$ cat src/rtl/pwr_clk_pkg.sv
package pwr_clk_pkg;
  typedef enum logic [2:0] {
    PM_RESET   = 3'd0,
    PM_HIGH    = 3'd1,
    PM_MEDIUM  = 3'd2,
    PM_SLEEP   = 3'd3,
    PM_STANDBY = 3'd4
  } pwr_mode_e;
endpackage

$ cat src/rtl/pwr_rst_sync.sv
module pwr_rst_sync #(
  parameter int STAGES = 2
) (
  input  logic clk,
  input  logic rst_n,
  output logic rst_q_n
);
  logic [STAGES-1:0] sync_q;

  always_ff @(posedge clk or negedge rst_n) begin
    if (!rst_n) sync_q <= '0;
    else        sync_q <= {sync_q[STAGES-2:0], 1'b1};
  end

  assign rst_q_n = sync_q[STAGES-1];
endmodule

$ cat src/rtl/pwr_mode_fsm.sv
module pwr_mode_fsm
  import pwr_clk_pkg::*;
#(
  parameter int SEL_W = 3
) (
  input  logic             clk,
  input  logic             rst_n,
  input  logic [SEL_W-1:0] div_sel,
  input  logic             stby_en,
  input  logic             sub_sel,
  input  logic             wdt_sel,
  input  logic             sleep_req,
  input  logic             bus_end,
  input  logic             irq_int,
  input  logic             irq_ext,
  input  logic             wdt_ovf,
  output pwr_mode_e        mode_q,
  output pwr_mode_e        mode_nxt,
  output logic [SEL_W-1:0] code_q,
  output logic             restart
);
  logic [SEL_W-1:0] code_nxt;
  logic             sleep_ok;
  pwr_mode_e        speed_mode;

  // the speed mode to resume follows from the divider still in force
  assign speed_mode = (code_q == '0) ? PM_HIGH : PM_MEDIUM;
  assign sleep_ok   = sleep_req && !sub_sel && (!stby_en || !wdt_sel);

  always_comb begin
    mode_nxt = mode_q;
    code_nxt = code_q;
    unique case (mode_q)
      PM_RESET: mode_nxt = PM_HIGH;
      PM_HIGH, PM_MEDIUM: begin
        if (sleep_ok) begin
          mode_nxt = stby_en ? PM_STANDBY : PM_SLEEP;
        end else if (bus_end) begin
          code_nxt = div_sel;
          mode_nxt = (div_sel == '0) ? PM_HIGH : PM_MEDIUM;
        end
      end
      PM_SLEEP: begin
        if (irq_int || irq_ext) mode_nxt = speed_mode;
      end
      PM_STANDBY: begin
        if (irq_ext) mode_nxt = speed_mode;
      end
      default: mode_nxt = PM_RESET;
    endcase
    if (wdt_ovf) begin
      mode_nxt = PM_RESET;
      code_nxt = '0;
    end
  end

  assign restart = (code_nxt != code_q);

  always_ff @(posedge clk or negedge rst_n) begin
    if (!rst_n) begin
      mode_q <= PM_RESET;
      code_q <= '0;
    end else begin
      mode_q <= mode_nxt;
      code_q <= code_nxt;
    end
  end
endmodule

$ cat src/rtl/pwr_clk_div.sv
module pwr_clk_div
  import pwr_clk_pkg::*;
#(
  parameter int SEL_W = 3,
  parameter int CNT_W = 5
) (
  input  logic             clk,
  input  logic             rst_n,
  input  pwr_mode_e        mode_q,
  input  pwr_mode_e        mode_nxt,
  input  logic [SEL_W-1:0] code_q,
  input  logic             restart,
  output logic             tick
);
  localparam int SH_W = $clog2(CNT_W + 1);

  logic [CNT_W-1:0] cnt_q, cnt_nxt;
  logic [CNT_W:0]   tap;
  logic [SH_W-1:0]  shift;
  logic             keep_cnt;

  // tap[i] is high in the last cycle of each 2**i period
  assign tap[0] = 1'b1;
  for (genvar i = 1; i <= CNT_W; i++) begin : g_tap
    assign tap[i] = &cnt_q[i-1:0];
  end

  // codes above the widest ratio saturate to it
  assign shift = (code_q > SEL_W'(CNT_W)) ? SH_W'(CNT_W) : SH_W'(code_q);

  assign keep_cnt = (mode_q == PM_MEDIUM) && (mode_nxt == PM_MEDIUM) && !restart;
  assign cnt_nxt  = keep_cnt ? cnt_q + CNT_W'(1) : '0;

  always_ff @(posedge clk or negedge rst_n) begin
    if (!rst_n) cnt_q <= '0;
    else        cnt_q <= cnt_nxt;
  end

  assign tick = (mode_q == PM_MEDIUM) && tap[shift];
endmodule

$ cat src/rtl/pwr_clk_ctrl.sv
module pwr_clk_ctrl
  import pwr_clk_pkg::*;
#(
  parameter int SEL_W = 3,
  parameter int CNT_W = 5
) (
  input  logic             clk,
  input  logic             rst_n,
  input  logic [SEL_W-1:0] div_sel,
  input  logic             stby_en,
  input  logic             sub_sel,
  input  logic             wdt_sel,
  input  logic             sleep_req,
  input  logic             bus_end,
  input  logic             irq_int,
  input  logic             irq_ext,
  input  logic             wdt_ovf,
  output logic             cpu_clk_en,
  output logic             per_clk_en,
  output logic [2:0]       mode,
  output logic [SEL_W-1:0] cpu_div_code
);
  logic             rst_q_n;
  pwr_mode_e        mode_q, mode_nxt;
  logic [SEL_W-1:0] code_q;
  logic             restart, tick;

  pwr_rst_sync #(.STAGES(2)) u_rst (
    .clk(clk), .rst_n(rst_n), .rst_q_n(rst_q_n)
  );

  pwr_mode_fsm #(.SEL_W(SEL_W)) u_fsm (
    .clk(clk), .rst_n(rst_q_n), .div_sel(div_sel), .stby_en(stby_en),
    .sub_sel(sub_sel), .wdt_sel(wdt_sel), .sleep_req(sleep_req),
    .bus_end(bus_end), .irq_int(irq_int), .irq_ext(irq_ext),
    .wdt_ovf(wdt_ovf), .mode_q(mode_q), .mode_nxt(mode_nxt),
    .code_q(code_q), .restart(restart)
  );

  pwr_clk_div #(.SEL_W(SEL_W), .CNT_W(CNT_W)) u_div (
    .clk(clk), .rst_n(rst_q_n), .mode_q(mode_q), .mode_nxt(mode_nxt),
    .code_q(code_q), .restart(restart), .tick(tick)
  );

  assign cpu_clk_en   = (mode_q == PM_HIGH) || tick;
  assign per_clk_en   = (mode_q == PM_HIGH) || (mode_q == PM_MEDIUM) ||
                        (mode_q == PM_SLEEP);
  assign mode         = mode_q;
  assign cpu_div_code = code_q;
endmodule

$ cat config.mk
export PLATFORM = sky130hd
export DESIGN_NAME = pwr_clk_ctrl
export DESIGN_NICKNAME = d
export VERILOG_FILES = /design/src/rtl/pwr_clk_pkg.sv /design/src/rtl/pwr_rst_sync.sv /design/src/rtl/pwr_mode_fsm.sv /design/src/rtl/pwr_clk_div.sv /design/src/rtl/pwr_clk_ctrl.sv
export SDC_FILE = /design/constraint.sdc
export NUM_CORES = 1
export LEC_CHECK = 0
export ABC_AREA = 1
export BUFFER_PORTS_ARGS = -buffer_cell sky130_fd_sc_hd__buf_4
export CAP_MARGIN = 0
export CORE_UTILIZATION = 45
export CTS_BUF_LIST = sky130_fd_sc_hd__clkbuf_8
export CTS_CLUSTER_DIAMETER = 150
export CTS_CLUSTER_SIZE = 8
export DETAILED_ROUTE_END_ITERATION = 6
export GPL_TIMING_DRIVEN = 0
export PLACE_DENSITY = 0.69
export REMOVE_ABC_BUFFERS = 1
export SYNTH_ARGS = -nofsm -noshare
export SYNTH_HDL_FRONTEND = slang
export SYNTH_SLANG_ARGS = --single-unit
$ cat constraint.sdc
create_clock -name clk -period 1.4 [get_ports clk]
set_clock_uncertainty 0.1 [all_clocks]
set_input_delay 0 -clock clk [delete_from_list [all_inputs] [get_ports clk]]
set_output_delay 0 -clock clk [all_outputs]
set_load 0.01 [all_outputs]
After elaboration in Yosys (flattened, before gate mapping)
Index checks and enable logic that the tools add are counted.
{"block": "word_totals", "regBits": 13, "wordCells": 52, "inputBits": 13}
{"block": "classes", "addsub": 1, "n_reduce_logical": 22, "eq_ne": 6, "magnitude_cmp": 2, "n_mux": 17}
{"op": "3-bit two-way mux", "count": 11}
{"op": "3-bit one-hot mux with 4 select lines", "count": 1}
{"op": "3-bit by 2-bit == test with 1-bit output, second input constant", "count": 3}
{"op": "3-bit zero test", "count": 3}
{"op": "5-bit by 1-bit adder with 5-bit output, second input constant", "count": 1}
{"op": "1-bit logical AND", "count": 5}
{"op": "1-bit logical OR", "count": 5}
{"op": "5-bit two-way mux", "count": 1}
{"op": "5-bit AND reduction", "count": 1}
{"op": "1-bit zero test", "count": 4}
{"op": "3-bit by 4-bit < comparator with 1-bit output, second input constant", "count": 1}
{"op": "2-bit two-way mux", "count": 2}
{"op": "4-bit AND reduction", "count": 1}
{"op": "1-bit binary-select mux with 3-bit select", "count": 1}
{"op": "3-bit by 1-bit == test with 1-bit output, second input constant", "count": 1}
{"op": "3-bit == test, second input constant", "count": 1}
{"op": "3-bit greater-than comparator, second input constant", "count": 1}
{"op": "3-bit != test", "count": 1}
{"op": "3-bit AND reduction", "count": 1}
{"op": "2-bit AND reduction", "count": 1}
{"op": "2-bit OR reduction", "count": 1}
{"op": "1-bit two-way mux", "count": 1}

Logic depth before layout (Yosys ltp)
{"block": "logic_depth", "word_depth": 10, "ltp_mapped": 12}

By module
Synthesis repeated with hierarchy kept, for this count alone.
{"block": "unflattened", "cells_unflattened": 148, "area_unflattened_um2": 1004.7}
{"module": "pwr_mode_fsm", "n_inst": 1, "cells_each": 99, "area_each_um2": 611.8}
{"module": "pwr_clk_div", "n_inst": 1, "cells_each": 40, "area_each_um2": 311.5}
{"module": "pwr_rst_sync", "n_inst": 1, "cells_each": 3, "area_each_um2": 53.8}
{"module": "pwr_clk_ctrl", "n_inst": 1, "cells_each": 6, "area_each_um2": 27.5}

Worst setup path after synthesis
No wires, ideal clock.
{"block": "synth_path", "path_type": "reg-to-reg", "from": "reg u_fsm.code_q[0]", "to": "reg u_div.cnt_q[3]", "path_buffers": 0, "arrival_time_ps": 1306, "path_slack_ps": -126, "setup_ps": 120, "required_ps": 1180, "period_less_slack_ps": 1526, "stages_incl_launch_ff": 13, "cell_sequence": "dfrtp_1 nor2_1 nand2_1 nand2_1 nand2_1 nand2_1 inv_1 nand2_1 nand2_1 nand2_1 nor2_2 nand2_2 nor2_2"}
{"block": "synth_via", "elab_chain_len": 9, "word_cells_on_any_way": 16}
{"item": "start: declaration", "line": "pwr_mode_fsm.sv:19", "text": "output logic [SEL_W-1:0] code_q,"}
{"item": "start signal: assignment", "line": "pwr_mode_fsm.sv:65", "text": "code_q <= code_nxt;"}
{"item": "3-bit zero test", "line": "pwr_mode_fsm.sv:27", "text": "assign speed_mode = (code_q == '0) ? PM_HIGH : PM_MEDIUM;"}
{"item": "2-bit two-way mux", "line": "pwr_mode_fsm.sv:27"}
{"item": "3-bit two-way mux (on tied branches)", "line": "pwr_mode_fsm.sv:47, pwr_mode_fsm.sv:44"}
{"item": "3-bit one-hot mux with 4 select lines", "line": "pwr_mode_fsm.sv:33", "text": "unique case (mode_q)"}
{"item": "3-bit two-way mux", "line": "pwr_mode_fsm.sv:51", "text": "if (wdt_ovf) begin"}
{"item": "3-bit by 2-bit == test with 1-bit output", "line": "pwr_clk_div.sv:31", "text": "assign keep_cnt = (mode_q == PM_MEDIUM) && (mode_nxt == PM_MEDIUM) && !restart;"}
{"item": "1-bit logical AND", "line": "pwr_clk_div.sv:31"}
{"item": "1-bit logical AND *", "line": "pwr_clk_div.sv:31"}
{"item": "5-bit two-way mux *", "line": "pwr_clk_div.sv:32", "text": "assign cnt_nxt = keep_cnt ? cnt_q + CNT_W'(1) : '0;"}
{"item": "via u_div.cnt_nxt[3]", "line": "pwr_clk_div.sv:17", "text": "logic [CNT_W-1:0] cnt_q, cnt_nxt;"}
{"item": "end signal: assignment", "line": "pwr_clk_div.sv:36", "text": "else cnt_q <= cnt_nxt;"}
{"item": "end: declaration", "line": "pwr_clk_div.sv:17"}
Mark *: on every way through the listed nets, which the timed path passes. The rest lies on a longest branch.

Worst setup path after layout
{"block": "layout_path", "from": "reg u_fsm.mode_q[1]", "to": "reg u_div.cnt_q[3]"}
{"block": "layout_via", "elab_chain_len": 8, "word_cells_on_any_way": 20}
{"item": "start: declaration", "line": "pwr_mode_fsm.sv:17", "text": "output pwr_mode_e mode_q,"}
{"item": "start signal: assignment", "line": "pwr_mode_fsm.sv:64", "text": "mode_q <= mode_nxt;"}
{"item": "3-bit by 1-bit == test with 1-bit output, or another cell as far along", "line": "pwr_mode_fsm.sv:33"}
{"item": "2-bit OR reduction or 3-bit two-way mux (tied branches)", "line": "pwr_mode_fsm.sv:33, pwr_mode_fsm.sv:36"}
{"item": "3-bit one-hot mux with 4 select lines or 3-bit two-way mux (tied branches)", "line": "pwr_mode_fsm.sv:33"}
{"item": "3-bit two-way mux", "line": "pwr_mode_fsm.sv:51"}
{"item": "3-bit by 2-bit == test with 1-bit output or 3-bit != test (tied branches)", "line": "pwr_clk_div.sv:31, pwr_mode_fsm.sv:57"}
{"item": "1-bit logical AND or 1-bit zero test (tied branches)", "line": "pwr_clk_div.sv:31"}
{"item": "1-bit logical AND *", "line": "pwr_clk_div.sv:31"}
{"item": "5-bit two-way mux *", "line": "pwr_clk_div.sv:32"}
{"item": "via u_div.cnt_nxt[3]", "line": "pwr_clk_div.sv:17"}
Marked as above.

==> run summary <==
crit path max fanout -> 6
# setup viols final -> 7
Pleak -> 0.730 nW
Fin. Hold Viols -> 0
Critical Path Sink Type -> flip-flop
H-tree Lvls -> 1
clock root buffer -> clkbuf_8
grt ovf -> 0
Yosys top cell by area -> dfrtp_1
gpl congestion -> 0.827
n_diodes -> 0
Worst Hold Path Cells -> 5
clock share of power -> 0.279
HPWL Detailed -> 1.40 mm
Logic pwr share -> 0.347
WL met2 -> 1.16 mm
area of the die -> 2120 um2
initial antenna violation count -> 0
Net Sw Power -> 0.000362 W
failing checks -> negative setup slack
Final nets -> 186
pwr dens -> 830 nW/um2
WL met1 -> 957 um
unrepaired setup endpoints after global routing -> true
Reg2Reg Setup Slack -> -0.24 ns
Initial Util -> 0.491
status -> finished with violations
# port buffers -> 20
Die Y -> 46.1 um
gr usage total -> 0.223
first-pass GRT wire length -> 3.32 mm
clk_lat worst skew -> 0.24 ns
Synth top area share -> 0.372
Cell Area, Placed -> 1060 um2
Placement Rows -> 15
WL/cell -> 11.5 um
Final Non-Filler Cells -> 194
reg-to-reg endpoint -> u_div.cnt_q[3]$_DFF_PN0_
Worst Hold Class -> input port to flip-flop
period utilization -> 1.17
I/O pin count -> 21
fraction of layout cells with a size suffix above 1 -> 0.391
final-layout fill cell count -> 123
starting DRC count in detailed routing -> 10
Design Power -> 0.00114 W
Vias -> 947
Hold Path Sink -> u_fsm.code_q[0]$_DFF_PN0_
critical path data arrival time -> 1.71 ns
placed cells -> 172
vias in the first global route -> 817
Final WS setup -> -0.240 ns
drt pass-1 iters -> 4
Max-Cap Viols -> 0
CP Data Required Time -> 1.47 ns
Worst IR Drop VDD -> 1010 uV
chip width -> 46.1 um
Sw Share -> 0.318
total clock sinks -> 13
post-layout util -> 0.769
TritonCTS clock tree -> yes
Setup crit start kind -> flip-flop
Tmin final -> 1.64 ns
final WL -> 2.23 mm
Critical R2R Launch -> u_fsm.mode_q[1]$_DFF_PN0_
fmax -> 0.610 GHz
startpoint of the worst hold path -> div_sel[0]
DRC -> 0
WHS -> 0.0485 ns
met3 WL post-DR -> 47 um
Ys Warns -> 0
WS Path Type -> flip-flop to flip-flop
P_int -> 0.000777 W
reg2reg path depth -> 11
Seq/Total Area, Yosys -> 0.372
Post-DRT Antenna Nets -> 0
largest net degree at the start of global routing -> 12
Max clock buf depth -> 2
top post-synthesis cells by area -> dfrtp_1 (37%), nand2_1 (17%), inv_1 (9.9%)
Sequential Power Share -> 0.373
P&R area growth vs syn -> 56.8%
vias per inst -> 4.88
CTS clock-pin slew for the worst setup and hold paths -> 0.05 ns
TritonCTS Buffers -> 3
Slew Limit Fails -> 0
#FFs+latches synth -> 13
Syn Area/Cell -> 6.89 um2
Gate Count Post-Synth -> 127
post-route cell area -> 1370 um2
Netlist cell types -> 21
top sig layer -> met4
mapped cell area -> 875 um2
Core Box Area -> 1780 um2
## sequential cells by signal, indices dropped and copies added (netlist names)
| register | count |
|---|---|
| u_div.cnt_q | 5 |
| u_fsm.code_q | 3 |
| u_fsm.mode_q | 3 |
| u_rst.sync_q | 2 |
## worst max-delay path, cell delays in order (launching register included)
cell and delay [ns]:
dfrtp_1 0.42, inv_2 0.09, nand3_4 0.10, nand2_4 0.07
buf_6 0.14, nand3_4 0.08, nand2_2 0.05, a21oi_2 0.11
nand2_1 0.08, nor2_2 0.13, nand2_4 0.10, nor2_2 0.09
## kinds of logic (layout without fill, tap and decap cells)
group           Yosys count  count (layout)  synth area share
fa+ha+maj                 3               3            0.0429
flops                    13              13             0.372
buf+inv                  25              67             0.107
simple gates             75              75             0.408
other cells               1               1           0.00429
compound gates            9               9            0.0558
xor+xnor                  1               1            0.0100
## cell usage in the layout, fill, tap and decap left out
cell type | synthesis | layout
nand2_1 | 40 | 37
buf_4 | 0 | 31
inv_1 | 23 | 20
nand3_1 | 14 | 12
dfrtp_1 | 13 | 11
nor2_2 | 7 | 7
dlygate4sd3_1 | 0 | 5
nand3_4 | 0 | 4
a21oi_1 | 5 | 4
inv_2 | 1 | 3
nand2_2 | 1 | 3
nand4_1 | 3 | 3
ha_4 | 0 | 3
clkbuf_8 | 0 | 3
nor2_1 | 4 | 2
nand2_4 | 1 | 2
nor2_4 | 0 | 2
o21ai_0 | 2 | 2
buf_6 | 0 | 2
dfrtp_2 | 0 | 2
inv_4 | 0 | 1
or2_1 | 1 | 1
nor3_1 | 1 | 1
clkinv_1 | 1 | 1
nand3_2 | 3 | 1
xor2_1 | 1 | 1
a21oi_2 | 0 | 1
o211ai_1 | 1 | 1
a31oi_1 | 1 | 1
clkinv_2 | 0 | 1
conb_1 | 1 | 1
## final cells by class
cell class              instances  area, um2  share of cell area
repair buffers                 38        305               0.223
inverters                      25       96.3              0.0703
clock inverters                 1       5.00             0.00365
clock buffers                   3       41.3              0.0301
flip-flops and latches         13        328               0.239
well taps                      25       31.3              0.0228
multi-input cells              89        564               0.411
## through the flow
step	setup TNS, ns	worst slack, ns
4_1_cts	-1.16	-0.228
3_5_place_dp	-1.75	-0.320
3_3_place_gp	-1.68	-0.310
5_1_grt	-2.28	-0.357
6_report	-1.38	-0.240
2_1_floorplan	-0.622	-0.126
## timing repair
action,CTS,global route
pin swaps,6,11
resized for setup,14,17
endpoints found under the hold margin,4,0
endpoints found under the setup margin,8,9
setup buffers,9,4
hold buffers,5,0
## Yosys cell counts
cell / n
nand3_1: 14
nor3_1: 1
o211ai_1: 1
nand2_2: 1
inv_2: 1
o21ai_0: 2
nand3_2: 3
nor2_1: 4
nand4_1: 3
dfrtp_1: 13
nand2_4: 1
clkinv_1: 1
a21oi_1: 5
xor2_1: 1
or2_1: 1
nand2_1: 40
inv_1: 23
a31oi_1: 1
ha_1: 3
conb_1: 1
nor2_2: 7
## power by group through the flow
stage                     Combinational (W)  Sequential (W)  Clock (W)
after floorplan                    0.000172        0.000430          0
after global placement             0.000284        0.000426          0
after detailed placement           0.000287        0.000426          0
after CTS                          0.000346        0.000425   0.000333
after global routing               0.000433        0.000430   0.000355
final                              0.000395        0.000425   0.000318
## layer usage
layer  up-vias  track usage
met4         0        0.118
met2        21        0.366
li1        485            -
met3         8       0.0353
met1       433        0.279
met5         -            0
## worst max path at each step
stage	end	startpoint	slack, ns
4_1_cts	cpu_clk_en	u_div.cnt_q[1]$_DFF_PN0_	-0.23
3_5_place_dp	u_div.cnt_q[3]$_DFF_PN0_	u_fsm.code_q[0]$_DFF_PN0_	-0.32
3_3_place_gp	u_div.cnt_q[3]$_DFF_PN0_	u_fsm.code_q[0]$_DFF_PN0_	-0.31
5_1_grt	u_div.cnt_q[4]$_DFF_PN0_	u_fsm.mode_q[1]$_DFF_PN0_	-0.36
2_1_floorplan	u_div.cnt_q[3]$_DFF_PN0_	u_fsm.code_q[0]$_DFF_PN0_	-0.13
6_report	u_div.cnt_q[3]$_DFF_PN0_	u_fsm.mode_q[1]$_DFF_PN0_	-0.24
Note: power is estimated with default switching activity, not from simulation.
